--- src/rtl/cfgw_pkg.sv ---
package cfgw_pkg;
    typedef enum logic [1:0] {
        SER_IDLE  = 2'd0,
        SER_SHIFT = 2'd1,
        SER_DONE  = 2'd2
    } ser_state_e;
endpackage

--- src/rtl/cfgw_edge.sv ---
module cfgw_edge #(
    parameter bit RST_VAL     = 1'b1,
    parameter bit DETECT_RISE = 1'b1
) (
    input  logic clk,
    input  logic rst_n,
    input  logic sig_in,
    output logic pulse
);
    logic prev_q;

    always_ff @(posedge clk or negedge rst_n) begin
        if (!rst_n) prev_q <= RST_VAL;
        else        prev_q <= sig_in;
    end

    generate
        if (DETECT_RISE) begin : g_rise
            assign pulse = !prev_q && sig_in;
        end else begin : g_fall
            assign pulse = prev_q && !sig_in;
        end
    endgenerate
endmodule

--- src/rtl/cfgw_par_asm.sv ---
module cfgw_par_asm #(
    parameter int REG_W  = 32,
    parameter int BUS_W  = 16,
    parameter int BYTE_W = 8
) (
    input  logic             clk,
    input  logic             rst_n,
    input  logic             en,
    input  logic             byte_mode,
    input  logic             restart,
    input  logic             wr_take,
    input  logic [BUS_W-1:0] bus,
    output logic             commit,
    output logic [REG_W-1:0] commit_word
);
    localparam int WORD_PIECES = REG_W / BUS_W;
    localparam int BYTE_PIECES = REG_W / BYTE_W;
    localparam int CNT_W       = $clog2(BYTE_PIECES);

    logic [CNT_W-1:0] cnt_q;
    logic [REG_W-1:0] shadow_q;
    logic [REG_W-1:0] merged;
    logic             last_piece;
    logic             take;
    int               base;

    assign last_piece = byte_mode ? (cnt_q == CNT_W'(BYTE_PIECES - 1))
                                  : (cnt_q == CNT_W'(WORD_PIECES - 1));
    assign take = en && wr_take && !restart;

    always_comb begin
        merged = shadow_q;
        if (byte_mode) begin
            base = REG_W - BYTE_W * (int'(cnt_q) + 1);
            merged[base +: BYTE_W] = bus[BUS_W-1 -: BYTE_W];
        end else begin
            base = REG_W - BUS_W * (int'(cnt_q) + 1);
            merged[base +: BUS_W] = bus;
        end
    end

    always_ff @(posedge clk or negedge rst_n) begin
        if (!rst_n) begin
            cnt_q    <= '0;
            shadow_q <= '0;
        end else if (restart || !en) begin
            cnt_q    <= '0;
        end else if (take) begin
            shadow_q <= merged;
            cnt_q    <= last_piece ? '0 : cnt_q + 1'b1;
        end
    end

    always_comb begin
        commit      = take && last_piece;
        commit_word = merged;
    end

    a_r6_wrap_after_last: assert property (@(posedge clk) disable iff (!rst_n)
        commit |=> cnt_q == '0);
    a_r6_count_in_range: assert property (@(posedge clk) disable iff (!rst_n)
        (en && !restart && !byte_mode) |-> cnt_q < CNT_W'(WORD_PIECES));
    a_r5_step_on_partial: assert property (@(posedge clk) disable iff (!rst_n)
        (take && !last_piece) |=> cnt_q == $past(cnt_q) + 1'b1);
    a_r4_hold_without_write: assert property (@(posedge clk) disable iff (!rst_n)
        (!wr_take && en && !restart) |=> $stable(cnt_q));
endmodule

--- src/rtl/cfgw_ser_fsm.sv ---
module cfgw_ser_fsm #(
    parameter int REG_W = 32
) (
    input  logic             clk,
    input  logic             rst_n,
    input  logic             en,
    input  logic             restart,
    input  logic             frame_start,
    input  logic             frame_end,
    input  logic             bit_strobe,
    input  logic             sdi,
    output logic             commit,
    output logic [REG_W-1:0] commit_word
);
    import cfgw_pkg::*;

    localparam int CNT_W = $clog2(REG_W);

    ser_state_e       state_q, state_d;
    logic [CNT_W-1:0] bitcnt_q;
    logic [REG_W-1:0] shreg_q;
    logic             last_bit;
    logic             shift_now;

    assign last_bit  = bitcnt_q == CNT_W'(REG_W - 1);
    assign shift_now = (state_q == SER_SHIFT) && bit_strobe && !frame_end;

    always_comb begin
        state_d = state_q;
        if (!en || restart) begin
            state_d = SER_IDLE;
        end else begin
            unique case (state_q)
                SER_IDLE:  if (frame_start) state_d = SER_SHIFT;
                SER_SHIFT: begin
                    if (frame_end)                  state_d = SER_IDLE;
                    else if (bit_strobe && last_bit) state_d = SER_DONE;
                end
                SER_DONE:  if (frame_end) state_d = SER_IDLE;
                default:   state_d = SER_IDLE;
            endcase
        end
    end

    always_ff @(posedge clk or negedge rst_n) begin
        if (!rst_n) begin
            state_q  <= SER_IDLE;
            bitcnt_q <= '0;
            shreg_q  <= '0;
        end else begin
            state_q <= state_d;
            if (state_q != SER_SHIFT) begin
                bitcnt_q <= '0;
            end else if (shift_now) begin
                bitcnt_q <= bitcnt_q + 1'b1;
                shreg_q  <= {shreg_q[REG_W-2:0], sdi};
            end
        end
    end

    always_comb begin
        commit      = en && !restart && shift_now && last_bit;
        commit_word = {shreg_q[REG_W-2:0], sdi};
    end

    a_r7_commit_to_done: assert property (@(posedge clk) disable iff (!rst_n)
        commit |=> state_q == SER_DONE);
    a_r8_early_end_idle: assert property (@(posedge clk) disable iff (!rst_n)
        (en && !restart && state_q == SER_SHIFT && frame_end) |=> state_q == SER_IDLE);
    a_r11_serial_off: assert property (@(posedge clk) disable iff (!rst_n)
        !en |=> state_q == SER_IDLE);
    a_r7_done_ignores_bits: assert property (@(posedge clk) disable iff (!rst_n)
        (state_q == SER_DONE) |-> !commit);
endmodule

--- src/rtl/cfg_write_loader.sv ---
module cfg_write_loader #(
    parameter int REG_W      = 32,
    parameter int BUS_W      = 16,
    parameter int BYTE_W     = 8,
    parameter int EXTCLK_BIT = 11,
    parameter int SEQ_BIT    = 23
) (
    input  logic             clk,
    input  logic             rst_n,
    input  logic             ser_mode,
    input  logic             byte_mode,
    input  logic             cs_n,
    input  logic             wr_n,
    input  logic [BUS_W-1:0] data_bus,
    input  logic             fs_n,
    input  logic             sclk,
    input  logic             sdi,
    output logic [REG_W-1:0] cfg_word,
    output logic             ext_clk_sel,
    output logic             seq_active
);
    logic [1:0]       straps_q;
    logic             restart;
    logic             wr_rise;
    logic             fs_fall;
    logic             fs_rise;
    logic             sclk_fall;
    logic             par_commit;
    logic             ser_commit;
    logic [REG_W-1:0] par_word;
    logic [REG_W-1:0] ser_word;
    logic [REG_W-1:0] cfg_q;

    always_ff @(posedge clk or negedge rst_n) begin
        if (!rst_n) straps_q <= 2'b00;
        else        straps_q <= {ser_mode, byte_mode};
    end
    assign restart = straps_q != {ser_mode, byte_mode};

    cfgw_edge #(.RST_VAL(1'b1), .DETECT_RISE(1'b1)) u_wr_edge (
        .clk(clk), .rst_n(rst_n), .sig_in(wr_n), .pulse(wr_rise));
    cfgw_edge #(.RST_VAL(1'b1), .DETECT_RISE(1'b0)) u_fs_start (
        .clk(clk), .rst_n(rst_n), .sig_in(fs_n), .pulse(fs_fall));
    cfgw_edge #(.RST_VAL(1'b1), .DETECT_RISE(1'b1)) u_fs_end (
        .clk(clk), .rst_n(rst_n), .sig_in(fs_n), .pulse(fs_rise));
    cfgw_edge #(.RST_VAL(1'b0), .DETECT_RISE(1'b0)) u_sclk_edge (
        .clk(clk), .rst_n(rst_n), .sig_in(sclk), .pulse(sclk_fall));

    cfgw_par_asm #(.REG_W(REG_W), .BUS_W(BUS_W), .BYTE_W(BYTE_W)) u_par (
        .clk(clk), .rst_n(rst_n), .en(!ser_mode), .byte_mode(byte_mode),
        .restart(restart), .wr_take(wr_rise && !cs_n), .bus(data_bus),
        .commit(par_commit), .commit_word(par_word));

    cfgw_ser_fsm #(.REG_W(REG_W)) u_ser (
        .clk(clk), .rst_n(rst_n), .en(ser_mode), .restart(restart),
        .frame_start(fs_fall), .frame_end(fs_rise), .bit_strobe(sclk_fall),
        .sdi(sdi), .commit(ser_commit), .commit_word(ser_word));

    always_ff @(posedge clk or negedge rst_n) begin
        if (!rst_n)          cfg_q <= '0;
        else if (par_commit) cfg_q <= par_word;
        else if (ser_commit) cfg_q <= ser_word;
    end

    assign cfg_word    = cfg_q;
    assign ext_clk_sel = cfg_q[EXTCLK_BIT];
    assign seq_active  = cfg_q[SEQ_BIT] && cfg_q[EXTCLK_BIT];

    a_r5_change_only_on_commit: assert property (@(posedge clk) disable iff (!rst_n)
        !$stable(cfg_q) |-> $past(par_commit || ser_commit));
    a_r11_single_source: assert property (@(posedge clk) disable iff (!rst_n)
        $onehot0({par_commit, ser_commit}));
    a_r10_seq_needs_ext: assert property (@(posedge clk) disable iff (!rst_n)
        seq_active |-> ext_clk_sel);
    a_r4_no_write_when_deselected: assert property (@(posedge clk) disable iff (!rst_n)
        cs_n |-> !par_commit);
endmodule

--- config.mk ---
export PLATFORM = sky130hd
export DESIGN_NAME = cfg_write_loader
export DESIGN_NICKNAME = d
export VERILOG_FILES = /design/src/rtl/cfgw_pkg.sv /design/src/rtl/cfgw_edge.sv /design/src/rtl/cfgw_par_asm.sv /design/src/rtl/cfgw_ser_fsm.sv /design/src/rtl/cfg_write_loader.sv
export SDC_FILE = /design/constraint.sdc
export NUM_CORES = 1
export LEC_CHECK = 0
export BUFFER_PORTS_ARGS = -buffer_cell sky130_fd_sc_hd__buf_2
export CAP_MARGIN = 15
export CORE_ASPECT_RATIO = 0.6
export CORE_MARGIN = 3
export CORE_UTILIZATION = 56
export CTS_CLUSTER_DIAMETER = 200
export DETAILED_ROUTE_END_ITERATION = 12
export PLACE_DENSITY = 0.83
export SLEW_MARGIN = 25
export SYNTH_ARGS = -nofsm -noshare
export SYNTH_HDL_FRONTEND = slang
export SYNTH_SLANG_ARGS = --single-unit
--- constraint.sdc ---
create_clock -name clk -period 2.5 [get_ports clk]
set_input_delay 0.125 -clock clk [delete_from_list [all_inputs] [get_ports clk]]
set_output_delay 0.125 -clock clk [all_outputs]
set_load 0.01 [all_outputs]
After elaboration in Yosys (flattened, before gate mapping). Index checks and enable logic that the tools add are counted.

Reductions and logical operators: 32. Bitwise gates (word level): 2. Equality and inequality tests: 10. $add $sub $neg: 7. Shifts and indexed selects: 4. Muxes and demuxes: 17.

Operators with widths (number): 32-bit two-way mux (3); 32-bit negator with 33-bit output (2); 32-bit bitwise mux (2); 7-bit by 32-bit subtractor with 32-bit output (first input constant) (2); 16-bit by 33-bit variable shift with 32-bit output (first input constant) (1); 8-bit by 33-bit variable shift with 32-bit output (first input constant) (1); 16-bit by 33-bit variable part select with 32-bit output (1); 8-bit by 33-bit variable part select with 32-bit output (1); 2-bit two-way mux (8); 1-bit logical AND (15); 5-bit two-way mux (2); 1-bit logical NOT (8); 2-bit one-hot mux with 3 select lines (1); 2-bit nonzero test (3); 5-bit by 1-bit adder with 5-bit output (second input constant) (1); 5-bit == test (second input constant) (1); 2-bit by 1-bit == test with 1-bit output (second input constant) (2); 2-bit == test (second input constant) (2); 4-bit by 3-bit inequality test with 1-bit output (second input constant) (1); 2-bit AND reduction (2); 2-bit by 1-bit adder with 3-bit output (second input constant) (1); 3-bit by 1-bit inequality test with 1-bit output (second input constant) (1); 3-bit by 2-bit inequality test with 1-bit output (second input constant) (1); 3-bit AND reduction (1); other kinds (7) (9).

Register bits after elaboration: 109. Input port bits: 25. Word-level logic and storage cells: 82. Output and inout port bits: 34.

Depth between registers and ports, before layout. Gate-level depths: netlist of run 1.

Word-level depth: 8. Gate-level depth with buffers: 9. Mapped depth without buffers: 7.

Hierarchy. From an unflattened synthesis of run 1, not the netlist that was laid out.

Cells, all modules: 491. Area, all modules: 5575.3 µm².

Modules (own cells, without submodules): cfgw_par_asm (cells each 233, times used 1, seq. area each 850.8 µm², area an instance 2265.9 µm²); cfg_write_loader (cells each 148, times used 1, seq. area each 850.8 µm², area an instance 1607.8 µm²); cfgw_ser_fsm (cells each 102, times used 1, seq. area each 950.9 µm², area an instance 1542.7 µm²); cfgw_edge (u_fs_end ...) (cells each 2, times used 3, seq. area each 26.3 µm², area an instance 40.0 µm²); cfgw_edge (u_sclk_edge) (cells each 2, times used 1, seq. area each 25.0 µm², area an instance 38.8 µm²).

Least setup slack after synthesis of run 1. OpenSTA, ideal clock, no wires.

Kind: register to register. From: register u_par.cnt_q[0]. To: register cfg_q[10], in the netlist cfg_word[10]. Library setup time: 0.126 ns. Arrival time: 2.136 ns. Buffers on the path: 3. Data required time: 2.374 ns. Setup slack: 0.238 ns. Clock period less this slack: 2.262 ns. Cell stages (with the launch flop): 10. Path through: dfrtp_1 buf_2 inv_1 ha_1 buf_2 and4bb_1 clkbuf_1 a221oi_1 nor4_1 a311o_1.

Word-level cells in the longest chain between the ends: 7. Elaborated cells between the ends (all ways): 18. Those cells by class: add/sub (5); eq/ne (2); shift (4); mux (5); reduce/logical (2).

RTL lines: start: declaration (line cfgw_par_asm.sv:20) `logic [CNT_W-1:0] cnt_q;`; start signal: assignment (line cfgw_par_asm.sv:50) `cnt_q <= last_piece ? '0 : cnt_q + 1'b1;`; 2-bit by 1-bit adder with 3-bit output (line cfgw_par_asm.sv:34, cfgw_par_asm.sv:37); 7-bit by 32-bit subtractor with 32-bit output (on tied branches) (line cfgw_par_asm.sv:37, cfgw_par_asm.sv:34); 32-bit negator with 33-bit output (on tied branches) (line cfgw_par_asm.sv:38, cfgw_par_asm.sv:35); 16-bit by 33-bit variable part select with 32-bit output (tied with other cells) (line cfgw_par_asm.sv:38) `merged[base +: BUS_W] = bus;`; 32-bit bitwise mux (on tied branches) (line cfgw_par_asm.sv:38, cfgw_par_asm.sv:35); 32-bit two-way mux (line cfgw_par_asm.sv:33) `if (byte_mode) begin`; 32-bit two-way mux (line cfg_write_loader.sv:61) `else if (par_commit) cfg_q <= par_word;`; end signal: assignment (line cfg_write_loader.sv:61); end signal: assignment (line cfg_write_loader.sv:62) `else if (ser_commit) cfg_q <= ser_word;`; end: declaration (line cfg_write_loader.sv:32) `logic [REG_W-1:0] cfg_q;`.

Several ways; a longest one is shown, not always the timed one. A chain may end at the register's enable or synchronous reset.

Worst setup path in the final report of run 1.
From: register u_par.cnt_q[1]. To: register cfg_q[1], in the netlist cfg_word[1].

The elaborated chain is that of the path after synthesis.

==> results.md, run 1 <==
- Cells after Synth: 579
- Max cap viols: 0
- Worst skew pair latency: 0.35 ns
- Max transition margin: 37.9%
- Clk pwr share: 36.2%
- Worst r2r dst: cfg_word[1]
- Most frequent cells in the layout: nand2_1 (135), dfrtp_1 (107), buf_2 (57)
- Multi-input logic area: 2620 um^2
- H-tree Lvls: 3
- Min-delay worst type: in -> reg
- Row Count: 27
- Die Footprint: 11400 um^2
- Leakage: 3.05 nW
- Crit end category: flip-flop
- Share of layout cells above drive strength 1: 17.5%
- CP Launch Point: u_par.cnt_q[1]
- Worst slew pin tran: 0.929 ns
- CP top delay family: compound AO/OA/AOI/OAI gates
- Initial core utilization: 59.6%
- EDFF count, synth: 0
- Synth cell types: 50
- Clock root buffer: clkbuf_16
- DR vias: 5065
- Routed wire length: 16200 um
- Kind of critical path: reg -> reg
- Clk_skew: 0.00685 ns
- GRT Util Overall: 29.0%
- Fillers: 768
- Switching pwr: 985 uW
- R2R cell count: 7
- Crit path to: cfg_word[1]
- Port Buffers: 58
- Area Overhead vs Synth: 12.3%
- Place WS: 0.103 ns
- Hpwl dp: 11100 um
- Combinational fraction of design power: 10.9%
- P per Cell Area: 584 nW/um^2
- WP depth: 7
- Clk buf depth: 2
- Vias in the first global route: 4742
- Worst EP required: 2.73 ns
- Final WS setup: 0.108 ns
- Fmax achieved: 418 MHz
- Wire per inst: 21.3 um
- Slowest stage delay, CP: 0.47 ns
- Syn_nets: 612
- Most common cell after layout, fill and taps aside: nand2_1
- Total Neg Setup Slack: 0 ns
- Peak supply drop: 366 uV
- Post-layout net count: 658
- Die Wd: 136 um
- Status: completed
- Total CTS buffers: 9
- Sequential power share: 52.9%
- Crit path buffers/inverters: 3
- Worst R2R Start: u_par.cnt_q[1]
- Final period util: 95.7%
- R2R Setup Slk: 0.11 ns
- Unrepaired setup endpoints after global routing: no
- Syn. warnings: 0
- Async set or reset register ratio after synthesis: 100%
- Sw frac: 26.6%
- Mapped cell area: 5660 um^2
- GRT overflow: 0
- Reg area: 2730 um^2
- Synth Area per Inst: 9.77 um^2
- Via density: 6.66
- Drt first pass iters: 6
- Setup Viol. Count Final: 0
- CTS Sinks: 109
- CTS tree: yes
- Die H: 83.9 um
- First-pass GRT wire length: 25800 um
- Clock transition at the registers of the reported paths: 0.07 ns
- Initial DRC count: 582
- Slowest-stage cell, CP: dfrtp_1
- Sequential fraction of the synthesis area: 48.3%
- Pint: 2.72 mW
- Critical-path cell list: inv_1 -> ha_1 -> clkinvlp_4 -> buf_4 -> a221oi_1 -> nor4_1 -> a311o_1
- # diodes: 0
- Tmin final: 2.39 ns
- Initial antenna violation count: 0
- Largest net degree at the start of global routing: 60
- Hold Vio Cnt, Final: 0
- Antenna-violating nets left: 0
- Yosys reg bits: 109
- Max-slew violation count: 0
- CP startpoint kind: flip-flop
- Top_reg_cell synth: dfrtp_1
- RD Place Congestion: 0.920
- DRC: 0
- Num ports: 59
- Arrival time at the worst endpoint: 2.63 ns
- Core ar.: 9490 um^2
- Crit Path Max Fanout: 9
==> synth_stat cells, drive strengths merged, types with 3 or more instances <==
master | instances | share of area (%)
nand2 | 137 | 9.4
dfrtp | 107 | 47
a221oi | 38 | 5.9
buf | 34 | 3.9
o31ai | 23 | 3.1
and3 | 22 | 2.4
a311o | 19 | 3.4
nor4 | 18 | 2.0
clkbuf | 17 | 1.2
nor2b | 17 | 1.9
nand3 | 15 | 1.4
or3 | 13 | 1.4
and2 | 12 | 1.3
o21ai | 12 | 1.1
o311a | 12 | 2.1
a31oi | 9 | 1.0
nor2 | 9 | 0.73
a311oi | 8 | 1.2
ha | 8 | 1.8
inv | 8 | 0.53
o211ai | 6 | 0.80
a21oi | 4 | 0.35
and4b | 3 | 0.53
nand2b | 3 | 0.33
nor3b | 3 | 0.60
xnor2 | 3 | 0.80
==> per-layer routing <==
layer  part of all wire [%]  up-vias  track usage [%]  wire length, um
met5                      0        -                0                0
li1                       -     2242                -                -
met1                     42     2448             41.7             6880
met2                     44      309             42.1             7130
met4                    3.1        0             9.42              505
met3                     10       66             8.86             1680
==> stage by stage <==
step                      total power, mW  hold WS (ns)  util [%]  cell area [um^2]  cells
after global routing                 3.85        0.0563      66.9              6350    760
after floorplan                      2.22        -0.171         -              5660    579
after detailed placement             2.37         0.232      63.1              5990    735
final                                3.71        0.0263      66.9              6350    760
after global placement               2.34         0.221      63.1              5990    735
after CTS                            3.71        0.0243      66.5              6310    756
==> cell type report <==
class	instances	share of cell area, %
timing repair inverter	1	0.118
sequential	109	43.0
tap	130	2.56
clock inverter	5	0.552
clock buffer	11	3.67
timing repair buffer	85	8.39
multi-input combinational	411	41.2
inverter	8	0.532
==> flip-flops by register name, indices dropped and copies added (netlist names) <==
name                count
u_wr_edge.prev_q        1
u_par.shadow_q         32
u_ser.shreg_q          31
straps_q                2
u_ser.bitcnt_q          5
u_par.cnt_q             2
u_fs_end.prev_q         1
u_ser.state_q           2
u_sclk_edge.prev_q      1
cfg_word               32
==> kinds of logic after synthesis <==
kind of cell | after synthesis | share of synthesized area, %
AOI/OAI and AO/OA | 135 | 19.6
adders and majority gates | 8 | 1.77
and+or+nand+nor | 263 | 23.7
buffers and inverters | 59 | 5.60
xor gates and xnor gates | 5 | 1.11
DFF | 109 | 48.3
==> how the worst min path moves through the flow <==
stage | start | endpoint | slack [ns] | depth (start not counted)
after global placement | rst_n | u_par.shadow_q[31] | 0.22 | 1
after floorplan | rst_n | cfg_word[0] | -0.17 | 0
after CTS | sdi | u_ser.shreg_q[0] | 0.02 | 3
final | sdi | u_ser.shreg_q[0] | 0.03 | 3
after global routing | sdi | u_ser.shreg_q[0] | 0.06 | 3
after detailed placement | rst_n | u_par.shadow_q[29] | 0.23 | 1
==> power groups by stage <==
| stage | sequential (mW) | clock (mW) | combinational (mW) |
|---|---|---|---|
| 6_report | 1.96 | 1.34 | 0.404 |
| 3_3_place_gp | 1.98 | 0 | 0.369 |
| 5_1_grt | 1.97 | 1.44 | 0.445 |
| 2_1_floorplan | 1.96 | 0 | 0.256 |
| 4_1_cts | 1.95 | 1.35 | 0.398 |
| 3_5_place_dp | 1.99 | 0 | 0.389 |
==> repair_timing <==
| item | CTS | global route |
|---|---|---|
| setup buffers | 0 | 3 |
| hold buffers | 5 | 0 |
| gates resized for setup | 0 | 5 |
| setup endpoints to repair | 0 | 10 |
| endpoints found under the hold margin | 57 | 0 |
==> worst min-delay path: cells and delay by family <==
family / cells / cell delay, ns
buf+inv: 1 / 0.10
simple gates: 2 / 0.12
Note: power is estimated with default switching activity, not from simulation.
==> inputs of run 2 (changes only) <==
- RECOVER_POWER: unset -> 50
==> run 2 against run 1 <==
Maximum frequency down 1.3%. Clock power barely moved. Register-to-register slack got worse by 0.03 ns. Total power is essentially flat. Die area stayed put. Critical endpoint is now cfg_word[3].
==> results.md, run 2 (synthesis gave the netlist of run 1 again) <==
- Peak supply drop: 373 uV (was 366 uV)
- Combinational fraction of design power: 10.8% (was 10.9%)
- Share of layout cells above drive strength 1: 11.6% (was 17.5%)
- Routed wl met3: 1740 um (was 1680 um)
- P per Cell Area: 588 nW/um^2 (was 584 nW/um^2)
- Most common cell after layout, fill and taps aside: nand2_1 (unchanged)
- DR vias: 5106 (was 5065)
- Crit end category: flip-flop (unchanged)
- CTS Sinks: 109 (unchanged)
- Area Overhead vs Synth: 11.4% (was 12.3%)
- Final period util: 97.0% (was 95.7%)
- Fmax achieved: 412 MHz (was 418 MHz)
- Min-delay worst type: in -> reg (unchanged)
- Sw frac: 26.6% (about the same)
- # diodes: 0 (unchanged)
- Worst slew pin tran: 1.43 ns (was 0.929 ns)
- Core ar.: 9490 um^2 (unchanged)
- Hold Vio Cnt, Final: 0 (unchanged)
- Clk buf depth: 2 (unchanged)
- GRT overflow: 0 (unchanged)
- Initial core utilization: 59.6% (unchanged)
- Worst EP required: 2.74 ns (was 2.73 ns)
- Arrival time at the worst endpoint: 2.66 ns (was 2.63 ns)
- Worst skew pair latency: 0.36 ns (was 0.35 ns)
- Clock root buffer: clkbuf_16 (unchanged)
- Sequential power share: 52.9% (about the same)
- Routed wire length: 16200 um (about the same)
- CP startpoint kind: flip-flop (unchanged)
- Total CTS buffers: 9 (unchanged)
- H-tree Lvls: 3 (unchanged)
- Met1 Wirelength: 6810 um (was 6880 um)
- Kind of critical path: reg -> reg (unchanged)
- Clk_skew: 0.00707 ns (was 0.00685 ns)
- Max transition margin: 4.78% (was 37.9%)
- Placed instance area: 5990 um^2 (unchanged)
- Status: completed (unchanged)
- Initial antenna violation count: 1 (was 0)
- Die H: 83.9 um (unchanged)
- DRC: 0 (unchanged)
- Final Power: 3.71 mW (about the same)
- Leakage: 2.90 nW (was 3.05 nW)
- Drt first pass iters: 7 (was 6)
- Vias in the first global route: 4742 (unchanged)
- Switching pwr: 988 uW (was 985 uW)
- RD Place Congestion: 0.920 (unchanged)
- Total Neg Setup Slack: 0 ns (unchanged)
- Unrepaired setup endpoints after global routing: no (unchanged)
- Die Footprint: 11400 um^2 (unchanged)
- Detail Route met2 WL: 7130 um (about the same)
- Antenna-violating nets left: 0 (unchanged)
- Crit Path Max Fanout: 9 (unchanged)
- Num ports: 59 (unchanged)
- Via density: 6.72 (was 6.66)
- Fin area: 6300 um^2 (was 6350 um^2)
- Hpwl dp: 11100 um (unchanged)
- Post-layout util: 66.4% (was 66.9%)
- Most frequent cells in the layout: nand2_1 (135), dfrtp_1 (107), clkbuf_1 (39) (was nand2_1 (135), dfrtp_1 (107), buf_2 (57))
- Clk pwr share: 36.3% (was 36.2%)
- Initial DRC count: 651 (was 582)
- Row Count: 27 (unchanged)
- Die Wd: 136 um (unchanged)
- GRT Util Overall: 29.0% (unchanged)
- Largest net degree at the start of global routing: 60 (unchanged)
- CTS tree: yes (unchanged)
- Uppermost layer routed: met5 (was met4)
- First-pass GRT wire length: 25800 um (unchanged)
- Setup Viol. Count Final: 0 (unchanged)
- Port Buffers: 58 (unchanged)
- Max cap viols: 0 (unchanged)
- Wire per inst: 21.3 um (about the same)
- Pint: 2.72 mW (about the same)
- Tmin final: 2.42 ns (was 2.39 ns)
- Post-layout net count: 658 (unchanged)
- Clock transition at the registers of the reported paths: 0.07 ns (about the same)
- Max-slew violation count: 0 (unchanged)
==> run 2: changes by cell type in the layout (fill, tap and decap cells not counted) <==
cell	change
and2_1	-1
clkbuf_1	+37
buf_2	-37
and2_0	+1
buf_4	-1
clkbuf_2	+1
==> run 2: power groups by stage <==
stage / Clock [mW] / Sequential [mW] / Combinational [mW]
floorplan: 0 / 1.96 / 0.256
global placement: 0 / 1.98 / 0.369
detailed placement: 0 / 1.99 / 0.389
CTS: 1.35 / 1.95 / 0.398
global route: 1.44 / 1.97 / 0.443
finish: 1.35 / 1.96 / 0.401
==> run 2: what timing repair did <==
item,in CTS,in global routing
hold endpoints to repair,57,0
buffers inserted,0,3
hold buffers,5,0
gates resized for setup,0,5
endpoints found under the setup margin,0,10
==> run 2: final timing paths <==
check	start	endpoint	slack [ns]	cells after the start
max	u_par.cnt_q[1]	cfg_word[3]	0.08	7
min	sdi	u_ser.shreg_q[0]	0.02	3
max reg2reg	u_par.cnt_q[1]	cfg_word[3]	0.08	7
min reg2reg	u_par.shadow_q[28]	u_par.shadow_q[28]	0.48	2
max in group asynchronous	rst_n	u_fs_end.prev_q	0.86	3
min in group asynchronous	rst_n	u_par.shadow_q[31]	0.64	2
==> run 2: per-layer routing <==
| layer | up-vias | track usage (%) |
|---|---|---|
| met2 | 313 | 42.1 |
| met5 | - | 0 |
| li1 | 2244 | - |
| met1 | 2482 | 41.7 |
| met3 | 65 | 8.86 |
| met4 | 2 | 9.42 |
==> run 2: critical path: stages, from the launching register on <==
cell	delay [ns]
dfrtp_1	0.47
inv_1	0.16
ha_1	0.44
clkinvlp_4	0.22
buf_4	0.20
a221oi_1	0.43
nor4_1	0.10
a311o_1	0.29
==> run 2: layout make-up <==
cell class	count	area, um^2
repair buffers	85	484
repair inverters	1	7.51
clock buffers	11	233
flip-flops and latches	109	2730
multi-input cells	411	2620
inverters	8	33.8
clock inverters	5	35.0
fillers	794	3190
well taps	130	163
==> run 2: through the flow <==
| step | worst slack, ns | hold slack [ns] | instances |
|---|---|---|---|
| 6_report | 0.0751 | 0.0219 | 760 |
| 5_1_grt | 0.0187 | 0.0563 | 760 |
| 2_1_floorplan | 0.238 | -0.171 | 579 |
| 3_5_place_dp | 0.103 | 0.232 | 735 |
| 3_3_place_gp | 0.236 | 0.221 | 735 |
| 4_1_cts | 0.0921 | 0.0243 | 756 |
==> inputs of run 3 (changes only) <==
- CORE_ASPECT_RATIO: 0.6 -> 1.25
==> run 3 against run 2 <==
Design area decreased by 0.30%. Maximum frequency increased by 0.19%. Via count decreased by 0.82%. First-iteration DRC count is 14% lower. Cell count shrank 1.1%. Sequential share of layout area rose by 0.13 points. Clock power grew 9.6%. Utilization decreased by 1.7 points. Die area decreased by 0.28%. Critical path depth fell by 1. Critical path type unchanged. Highest routed layer is now met4.
==> results.md, run 3 (synthesis gave the netlist of run 1 again) <==
- Initial DRC count: 560 (was 651)
- Unrepaired setup endpoints after global routing: yes (was no)
- CP startpoint kind: flip-flop (unchanged)
- Switching pwr: 983 uW (was 988 uW)
- Crit Path Max Fanout: 11 (was 9)
- Max cap viols: 0 (unchanged)
- Via density: 6.73 (was 6.72)
- Clk pwr share: 38.5% (was 36.3%)
- Final period util: 96.8% (was 97.0%)
- Pint: 2.85 mW (was 2.72 mW)
- Port Buffers: 58 (unchanged)
- Worst slew pin tran: 1.16 ns (was 1.43 ns)
- Vias in the first global route: 4855 (was 4742)
- Final WS setup: 0.0796 ns (was 0.0751 ns)
- Fillers: 807 (was 794)
- Arrival time at the worst endpoint: 2.71 ns (was 2.66 ns)
- Min-delay worst type: in -> reg (unchanged)
- Hpwl dp: 10800 um (was 11100 um)
- Combinational fraction of design power: 10.4% (was 10.8%)
- Status: completed (unchanged)
- Num ports: 59 (unchanged)
- Fmax achieved: 413 MHz (was 412 MHz)
- Multi-input logic area: 2620 um^2 (about the same)
- Kind of critical path: reg -> reg (unchanged)
- GRT overflow: 0 (unchanged)
- Antenna-violating nets left: 0 (unchanged)
- Largest net degree at the start of global routing: 46 (was 60)
- Routed wire length: 15800 um (was 16200 um)
- Die H: 118 um (was 83.9 um)
- Initial antenna violation count: 0 (was 1)
- Sequential power share: 51.1% (was 52.9%)
- Core ar.: 9710 um^2 (was 9490 um^2)
- Total CTS buffers: 9 (unchanged)
- Drt first pass iters: 5 (was 7)
- Share of layout cells above drive strength 1: 11.0% (was 11.6%)
- Setup Viol. Count Final: 0 (unchanged)
- Die Wd: 95.9 um (was 136 um)
- Max transition margin: 22.8% (was 4.78%)
- First-pass GRT wire length: 25500 um (was 25800 um)
- P per Cell Area: 610 nW/um^2 (was 588 nW/um^2)
- Sw frac: 25.7% (was 26.6%)
- Post-CTS setup buffers: 0 (unchanged)
- Worst EP required: 2.79 ns (was 2.74 ns)
- Place WS: 0.138 ns (was 0.103 ns)
- Clk_skew: 0.00747 ns (was 0.00707 ns)
- GRT Util Overall: 28.9% (was 29.0%)
- Reg area: 2730 um^2 (unchanged)
- Clock transition at the registers of the reported paths: 0.07 ns (about the same)
- Die Footprint: 11400 um^2 (about the same)
- Max-slew violation count: 0 (unchanged)
- Worst R2R Start: u_par.cnt_q[1] (unchanged)
- CTS Sinks: 109 (unchanged)
- H-tree Lvls: 3 (unchanged)
- Tmin final: 2.42 ns (about the same)
- Clk buf depth: 2 (unchanged)
- Peak supply drop: 388 uV (was 373 uV)
- Clock root buffer: clkbuf_16 (unchanged)
- DR vias: 5064 (was 5106)
- Most frequent cells in the layout: nand2_1 (135), dfrtp_1 (107), a221oi_1 (37) (was nand2_1 (135), dfrtp_1 (107), clkbuf_1 (39))
- Post-layout net count: 654 (was 658)
- Crit end category: flip-flop (unchanged)
- Hold Vio Cnt, Final: 0 (unchanged)
- Total Neg Setup Slack: 0 ns (unchanged)
- Worst skew pair latency: 0.35 ns (was 0.36 ns)
- RD Place Congestion: 0.894 (was 0.920)
- CTS tree: yes (unchanged)
- Row Count: 40 (was 27)
- DRC: 0 (unchanged)
- Initial core utilization: 58.3% (was 59.6%)
- Area Overhead vs Synth: 11.1% (was 11.4%)
- Wire per inst: 21.0 um (was 21.3 um)
- CP Launch Point: u_par.cnt_q[1] (unchanged)
- Hold WS: 0.141 ns (was 0.0219 ns)
- Hold wc startpoint: byte_mode (was sdi)
- Leakage: 2.90 nW (about the same)
- # diodes: 0 (unchanged)
- Most common cell after layout, fill and taps aside: nand2_1 (unchanged)
## run 3: through the flow
stage / power (mW) / instances / utilization, % / area [um^2]
after floorplan: 2.22 / 579 / - / 5660
after global placement: 2.34 / 730 / 61.5 / 5970
after detailed placement: 2.37 / 730 / 61.5 / 5970
after CTS: 3.84 / 752 / 65.2 / 6330
after global routing: 3.98 / 752 / 64.7 / 6280
final: 3.83 / 752 / 64.7 / 6280
## run 3: path summary, 6_finish.rpt
path,endpoint,slack [ns],depth (start not counted)
max,cfg_word[0],0.08,6
min,straps_q[0],0.14,1
max reg2reg,cfg_word[0],0.08,6
min reg2reg,u_ser.state_q[0],0.47,1
max in group asynchronous,u_par.shadow_q[4],0.61,3
min in group asynchronous,u_ser.shreg_q[28],0.54,2
## run 3: area by class of cell
| type | count | area share, % |
|---|---|---|
| multi-input combinational | 411 | 41.6 |
| clock inverter | 6 | 1.08 |
| timing repair buffer | 82 | 7.03 |
| clock buffer | 10 | 3.80 |
| inverter | 8 | 0.478 |
| sequential | 109 | 43.5 |
| tap | 126 | 2.51 |
## run 3: worst max-delay path: stages, from the launching register on
cell and delay, ns:
dfrtp_1 0.47, inv_1 0.13, ha_1 0.42, and4b_1 0.51, a221oi_1 0.16, nor4_1 0.48
a311o_1 0.18
## run 3: routing by layer
metal  up-vias  part of all wire (%)  wire length (um)  GRT usage [%]
met4         0                   4.7               736           14.8
met5         -                     0                 0              0
li1       2242                     -                 -              -
met3        52                   7.7              1220           3.44
met1      2474                    40              6380           41.3
met2       296                    47              7460           43.1
## run 3: power groups by stage
| stage | logic [mW] | registers [mW] | clock network (mW) |
|---|---|---|---|
| 2_1_floorplan | 0.256 | 1.96 | 0 |
| 3_3_place_gp | 0.369 | 1.98 | 0 |
| 3_5_place_dp | 0.387 | 1.98 | 0 |
| 4_1_cts | 0.397 | 1.95 | 1.49 |
| 5_1_grt | 0.441 | 1.97 | 1.56 |
| 6_report | 0.397 | 1.96 | 1.48 |
## run 3: repair_timing
item,in CTS,in global routing
hold buffers,6,0
hold endpoints to repair,46,0
resized for setup,0,1
endpoints found under the setup margin,0,7
